### src/rtl/relay_pkg.sv
package relay_pkg;
  function automatic int leg_strength(int base, int step, int leg);
    return base + leg * step;
  endfunction
endpackage

### src/rtl/relay_popcnt.sv
module relay_popcnt #(
  parameter int W  = 8,
  parameter int CW = $clog2(W + 1)
) (
  input  logic [W-1:0]  vec_i,
  output logic [CW-1:0] cnt_o
);
  always_comb begin
    cnt_o = '0;
    for (int i = 0; i < W; i++) cnt_o = cnt_o + CW'(vec_i[i]);
  end
endmodule

### src/rtl/relay_str_rom.sv
module relay_str_rom
  import relay_pkg::*;
#(
  parameter int N_LEGS   = 4,
  parameter int STR_W    = 8,
  parameter int STR_BASE = -24,
  parameter int STR_STEP = 16,
  parameter int LW       = $clog2(N_LEGS)
) (
  input  logic [LW-1:0]             leg_i,
  output logic signed [STR_W-1:0]   str_o
);
  logic signed [STR_W-1:0] tbl [N_LEGS];

  for (genvar l = 0; l < N_LEGS; l++) begin : g_leg
    assign tbl[l] = STR_W'(leg_strength(STR_BASE, STR_STEP, l));
  end

  assign str_o = tbl[leg_i];
endmodule

### src/rtl/relay_stall.sv
module relay_stall #(
  parameter int FW        = 4,
  parameter int STALL_LIM = 3,
  parameter int SW        = $clog2(STALL_LIM + 1)
) (
  input  logic          clk_i,
  input  logic          rst_ni,
  input  logic          clr_i,
  input  logic          step_i,
  input  logic [FW-1:0] fails_i,
  output logic          hit_o
);
  // one spare bit so the reset minimum sits above any real count
  logic [FW:0]   min_q;
  logic [SW-1:0] cnt_q;
  logic          improve;

  assign improve = {1'b0, fails_i} < min_q;
  assign hit_o   = step_i && !improve && (cnt_q == SW'(STALL_LIM - 1));

  always_ff @(posedge clk_i or negedge rst_ni) begin
    if (!rst_ni) begin
      min_q <= '1;
      cnt_q <= '0;
    end else if (clr_i) begin
      min_q <= '1;
      cnt_q <= '0;
    end else if (step_i) begin
      if (improve) begin
        min_q <= {1'b0, fails_i};
        cnt_q <= '0;
      end else begin
        cnt_q <= cnt_q + SW'(1);
      end
    end
  end
endmodule

### src/rtl/relay_ctrl.sv
module relay_ctrl #(
  parameter int N_CHK     = 8,
  parameter int N_BIT     = 8,
  parameter int N_LEGS    = 4,
  parameter int LEG_ITERS = 6,
  parameter int STALL_LIM = 3,
  parameter int STR_W     = 8,
  parameter int STR_BASE  = -24,
  parameter int STR_STEP  = 16,
  localparam int LW = $clog2(N_LEGS),
  localparam int FW = $clog2(N_CHK + 1),
  localparam int WW = $clog2(N_BIT + 1),
  localparam int IW = $clog2(LEG_ITERS + 1)
) (
  input  logic                    clk_i,
  input  logic                    rst_ni,
  input  logic                    start_i,
  input  logic                    ensemble_i,
  input  logic                    iter_valid_i,
  input  logic [N_CHK-1:0]        syndrome_i,
  input  logic [N_BIT-1:0]        hard_i,
  output logic                    busy_o,
  output logic [LW-1:0]           leg_o,
  output logic signed [STR_W-1:0] strength_o,
  output logic                    load_str_o,
  output logic                    carry_o,
  output logic                    done_o,
  output logic                    fail_o,
  output logic [N_BIT-1:0]        best_o
);
  logic [FW-1:0] fails;
  logic [WW-1:0] wgt;
  logic [IW-1:0] iter_q;
  logic [WW-1:0] best_w_q;
  logic          best_valid_q, ens_q;
  logic          step, conv, stall_hit, leg_end, last_leg, finish, take;
  logic          start_go, leg_adv;

  relay_popcnt #(.W(N_CHK)) u_fail_cnt (.vec_i(syndrome_i), .cnt_o(fails));
  relay_popcnt #(.W(N_BIT)) u_wgt_cnt  (.vec_i(hard_i),     .cnt_o(wgt));

  relay_str_rom #(
    .N_LEGS(N_LEGS), .STR_W(STR_W), .STR_BASE(STR_BASE), .STR_STEP(STR_STEP)
  ) u_rom (.leg_i(leg_o), .str_o(strength_o));

  assign start_go = start_i && !busy_o;
  assign step     = iter_valid_i && busy_o;
  assign conv     = step && (fails == '0);
  assign leg_end  = step && (conv || stall_hit || iter_q == IW'(LEG_ITERS - 1));
  assign last_leg = leg_o == LW'(N_LEGS - 1);
  assign finish   = (conv && !ens_q) || (leg_end && last_leg);
  assign leg_adv  = leg_end && !finish;
  assign take     = conv && (!best_valid_q || wgt < best_w_q);

  relay_stall #(.FW(FW), .STALL_LIM(STALL_LIM)) u_stall (
    .clk_i, .rst_ni,
    .clr_i  (start_go || leg_adv),
    .step_i (step),
    .fails_i(fails),
    .hit_o  (stall_hit)
  );

  always_ff @(posedge clk_i or negedge rst_ni) begin
    if (!rst_ni) begin
      busy_o       <= 1'b0;
      leg_o        <= '0;
      iter_q       <= '0;
      ens_q        <= 1'b0;
      best_valid_q <= 1'b0;
      best_w_q     <= '0;
      best_o       <= '0;
      fail_o       <= 1'b0;
      load_str_o   <= 1'b0;
      carry_o      <= 1'b0;
      done_o       <= 1'b0;
    end else begin
      load_str_o <= start_go || leg_adv;
      carry_o    <= leg_adv;
      done_o     <= finish;
      if (start_go) begin
        busy_o       <= 1'b1;
        leg_o        <= '0;
        iter_q       <= '0;
        ens_q        <= ensemble_i;
        best_valid_q <= 1'b0;
        best_w_q     <= '0;
        best_o       <= '0;
        fail_o       <= 1'b0;
      end else if (step) begin
        if (take) begin
          best_o       <= hard_i;
          best_w_q     <= wgt;
          best_valid_q <= 1'b1;
        end
        if (finish) begin
          busy_o <= 1'b0;
          fail_o <= !(best_valid_q || conv);
        end else if (leg_end) begin
          leg_o  <= leg_o + LW'(1);
          iter_q <= '0;
        end else begin
          iter_q <= iter_q + IW'(1);
        end
      end
    end
  end
endmodule

### config.mk
export PLATFORM = sky130hd
export DESIGN_NAME = relay_ctrl
export DESIGN_NICKNAME = d
export VERILOG_FILES = /design/src/rtl/relay_pkg.sv /design/src/rtl/relay_popcnt.sv /design/src/rtl/relay_str_rom.sv /design/src/rtl/relay_stall.sv /design/src/rtl/relay_ctrl.sv
export SDC_FILE = /design/constraint.sdc
export NUM_CORES = 1
export LEC_CHECK = 0
export ABC_AREA = 1
export BUFFER_PORTS_ARGS = -buffer_cell sky130_fd_sc_hd__buf_2
export CAP_MARGIN = 40
export CORE_MARGIN = 2
export CORE_UTILIZATION = 55
export CTS_CLUSTER_DIAMETER = 200
export DETAILED_ROUTE_END_ITERATION = 10
export GPL_TIMING_DRIVEN = 0
export PLACE_DENSITY = 0.88
export REMOVE_ABC_BUFFERS = 1
export SYNTH_ARGS = -nofsm -noshare
export SYNTH_HDL_FRONTEND = slang
export SYNTH_SLANG_ARGS = --single-unit
### constraint.sdc
create_clock -name clk_i -period 5 [get_ports clk_i]
set_clock_uncertainty 0.05 [all_clocks]
set_input_delay 0.5 -clock clk_i [delete_from_list [all_inputs] [get_ports clk_i]]
set_output_delay 0.5 -clock clk_i [all_outputs]
set_load 0.005 [all_outputs]
==> run summary <==
### CTS
* clock root cell: sky130_fd_sc_hd__clkbuf_4
* TritonCTS clock tree: done
* number of gates resized after cts: 0
* count of H-tree levels built during CTS: 2
* Post-CTS Hold Buffers: 0
* Skew-Pair Late Insertion Delay: 0.34 ns
* Inserted Clock Buffers: 5
* register clock-pin slew on the reported worst setup and hold paths: 0.10 ns
* Sinks on Clock Net: 31
* maximum buffer depth of the clock tree: 2
* post-CTS setup buffer count: 0

### Synth
* number of warnings issued by yosys: 0
* count of flip-flops with a built-in enable after synthesis: 0
* cell types with the highest counts after synthesis: 50 x sky130_fd_sc_hd__inv_1, 47 x sky130_fd_sc_hd__nand2_1, 27 x sky130_fd_sc_hd__nand3_1
* summed instance area of the synthesized netlist: 1990 um2
* area share of and/or/nand/nor cells after synthesis: 22.0%
* top-count cell post-synth: sky130_fd_sc_hd__inv_1
* mean instance size in the synthesized netlist: 8.46 um2
* post-synth top area cell: sky130_fd_sc_hd__dfrtp_1
* flops & latches, synth: 31
* Async SR Flop Fraction: 100%
* Synth top area share: 32.7%
* sequential element share of the synthesized area: 39.3%
* number of distinct library cells after synthesis: 26
* biggest area contributors in the synthesized netlist: sky130_fd_sc_hd__dfrtp_1 33%, sky130_fd_sc_hd__ha_1 10%, sky130_fd_sc_hd__inv_1 9.4%, sky130_fd_sc_hd__nand2_1 8.9%, sky130_fd_sc_hd__fa_1 8.1%
* most instantiated flip-flop cell in the synthesis netlist: sky130_fd_sc_hd__dfrtp_1
* multiplexer fraction of the synthesized cell area: 0.503%
* post-synthesis compound-gate area fraction: 5.66%
* largest family of logic cells by synthesized area: simple AND/OR/NAND/NOR gates
* post-synthesis share of cell area spent on full adders, half adders and majority gates: 18.1%
* Synth Instances: 235
* synthesized-area fraction occupied by xor and xnor cells: 0.881%

### Worst setup path
* kind of capture point of the worst setup path: register
* cells along the critical path: buf_2, ha_1, inv_1, fa_1, fa_1, fa_1, fa_1, xor2_1, inv_1, ha_1, nand2_1, o21ai_0, nand2_1, nand2_2, nand2_1, o21ai_0
* startpoint type of the worst setup path: input port
* required time at the worst-slack endpoint: 5.19 ns
* largest incremental delay on the critical path: 0.50 ns
* arrival time reported for the critical path endpoint: 4.18 ns
* crit-path most repeated cell: sky130_fd_sc_hd__fa_1
* CP max stage cell: sky130_fd_sc_hd__fa_1
* type of the worst setup path: in -> reg
* Crit Path Max Fanout: 19

### STA
* worst slew margin relative to its limit: 56.1%
* final max-slew violation count: 0
* final hold vios: 0
* sum of negative setup slack: 0 ns
* fin crit share: 79.8%
* FMAX: 0.251 GHz
* setup repair after global routing missed its margin: false
* min Tclk post-route: 3.99 ns
* pin slew with the least headroom to its limit: 0.659 ns
* Final setup viols: 0

### Power and ir drop
* internal power: 0.653 mW
* logic gate share of total power: 48.1%
* leak pwr: 1.32 nW
* net switching power of the design: 0.450 mW
* ratio of total power to cell area: 491 nW/um2
* clock network power share: 14.1%
* switching share of power: 40.8%
* share of total power in sequential cells: 37.8%
* VDD IR-drop max: 0.220 mV

### Floorplan
* die extent in x: 64.1 um
* area of the core: 3420 um2
* height of the die: 64.1 um
* boundary pin count: 44
* effective utilization at floorplan: 58.2%
* number of cell rows: 21
* die footprint: 4110 um2

### GRT
* number of global-route vias before repair: 1,568
* global-route usage over all layers: 20.4%
* largest net degree at the start of global routing: 32
* remaining global-route overflow: 0
* global-route wire length before repair: 6.55 mm
* initial antenna violation count: 0

### Job
* max-cap check violation count: 0

### Routing
* DR vias: 1,569
* Iteration-0 DRC Markers: 64
* total routed wirelength: 3.49 mm
* Detail Route Antenna Nets: 0
* per-cell via count in the routed design: 4.89
* average wire per standard cell: 10.9 um
* DRT Pass-1 Iters: 4
* drc violations: 0

### Place
* weighted congestion at the end of routability-driven global placement: 0.813
* number of port buffers: 39
* post-detail-place hpwl: 2.71 mm

### Cells and area
* final core utilization: 65.8%
* share of cells above drive strength 1: 22.5%
* net count of the finished layout: 319
* Antenna diodes: 0
* Area growth syn-to-layout: 13.0%

### Run status
* outcome: finished clean

### Min path
* path class of the lowest-slack min-delay path: in -> async

registers in the layout, summed over array words and instances (netlist names), 2 cells and up:
register / cells
u_stall.cnt_q: 2
iter_q: 3
best_w_q: 4
u_stall.min_q: 5
best_o: 8
leg_o: 2
layout by cell type, fill, tap and decap left out, types with 4 or more instances in the layout:
cell	netlist	routed
sky130_fd_sc_hd__nand2_1	47	47
sky130_fd_sc_hd__conb_1	2	4
sky130_fd_sc_hd__nand3_1	27	27
sky130_fd_sc_hd__inv_1	50	50
sky130_fd_sc_hd__ha_1	16	16
sky130_fd_sc_hd__nor2_1	6	6
sky130_fd_sc_hd__buf_2	2	39
sky130_fd_sc_hd__dfrtp_1	26	26
sky130_fd_sc_hd__dfstp_2	5	5
sky130_fd_sc_hd__fa_1	8	8
sky130_fd_sc_hd__clkbuf_4	0	5
sky130_fd_sc_hd__o21ai_0	14	14
power by group through the flow:
| stage | Combinational [mW] | Clock, mW | Sequential (mW) |
|---|---|---|---|
| after floorplan | 0.379 | 0 | 0.419 |
| after global placement | 0.506 | 0 | 0.417 |
| after detailed placement | 0.535 | 0 | 0.421 |
| after CTS | 0.538 | 0.159 | 0.417 |
| after global routing | 0.622 | 0.175 | 0.430 |
| final | 0.530 | 0.155 | 0.417 |
cells by family (layout without fill, tap and decap cells):
logic type                 Yosys count  after routing
adders and majority gates           24             24
other                                2              4
DFF                                 31             31
buffers and inverters               62            100
muxes                                1              1
AOI/OAI and AO/OA                   22             22
and+or+nand+nor                     91             91
xor gates and xnor gates             2              2
through the flow:
step / cell area [um2] / hold WS [ns] / instances / worst slack, ns / power, mW
6_report: 2250 / 0.132 / 321 / 1.01 / 1.10
5_1_grt: 2250 / 0.172 / 321 / 0.774 / 1.23
4_1_cts: 2250 / 0.153 / 321 / 1.03 / 1.11
3_5_place_dp: 2190 / 0.407 / 313 / 0.686 / 0.957
3_3_place_gp: 2190 / 0.401 / 313 / 0.777 / 0.922
2_1_floorplan: 1930 / 0.154 / 228 / 1.09 / 0.798
worst max-delay path, delay by kind of cell:
family	cells	cell delay, ns
xor+xnor	1	0.21
buf+inv	3	0.23
simple gates	4	0.60
fa+ha+maj	6	2.28
compound gates	2	0.36
path summary, 6_finish.rpt:
kind	cells after the start	slack, ns	from	to
setup / recovery	16	1.01	hard_i[0]	best_w_q[3]
hold reg to reg	2	0.42	u_stall.min_q[1]	u_stall.min_q[1]
max in group asynchronous	1	4.34	rst_ni	iter_q[1]
min in group clk_i	3	0.32	ensemble_i	ens_q
hold / removal	1	0.13	rst_ni	u_stall.cnt_q[0]
setup reg to reg	13	2.94	u_stall.min_q[3]	u_stall.min_q[2]
routing by layer:
layer  routed length (um)  vias to the layer above  GRT usage, %  share of wire [%]
met5                    0                        -             0                  0
met2                 1620                       39          33.7                 46
li1                     -                      798             -                  -
met1                 1620                      725          25.4                 47
met3                  177                        7          5.28                5.1
met4                   65                        0          8.51                1.9
cell type report:
type	count	area, um2
fillers	292	1170
clock inverters	1	5.00
clock buffers	7	55.1
well taps	46	57.6
repair buffers	39	195
multi-input cells	144	952
flip-flops and latches	31	782
inverters	53	199
Note: power is estimated with default switching activity, not from simulation.
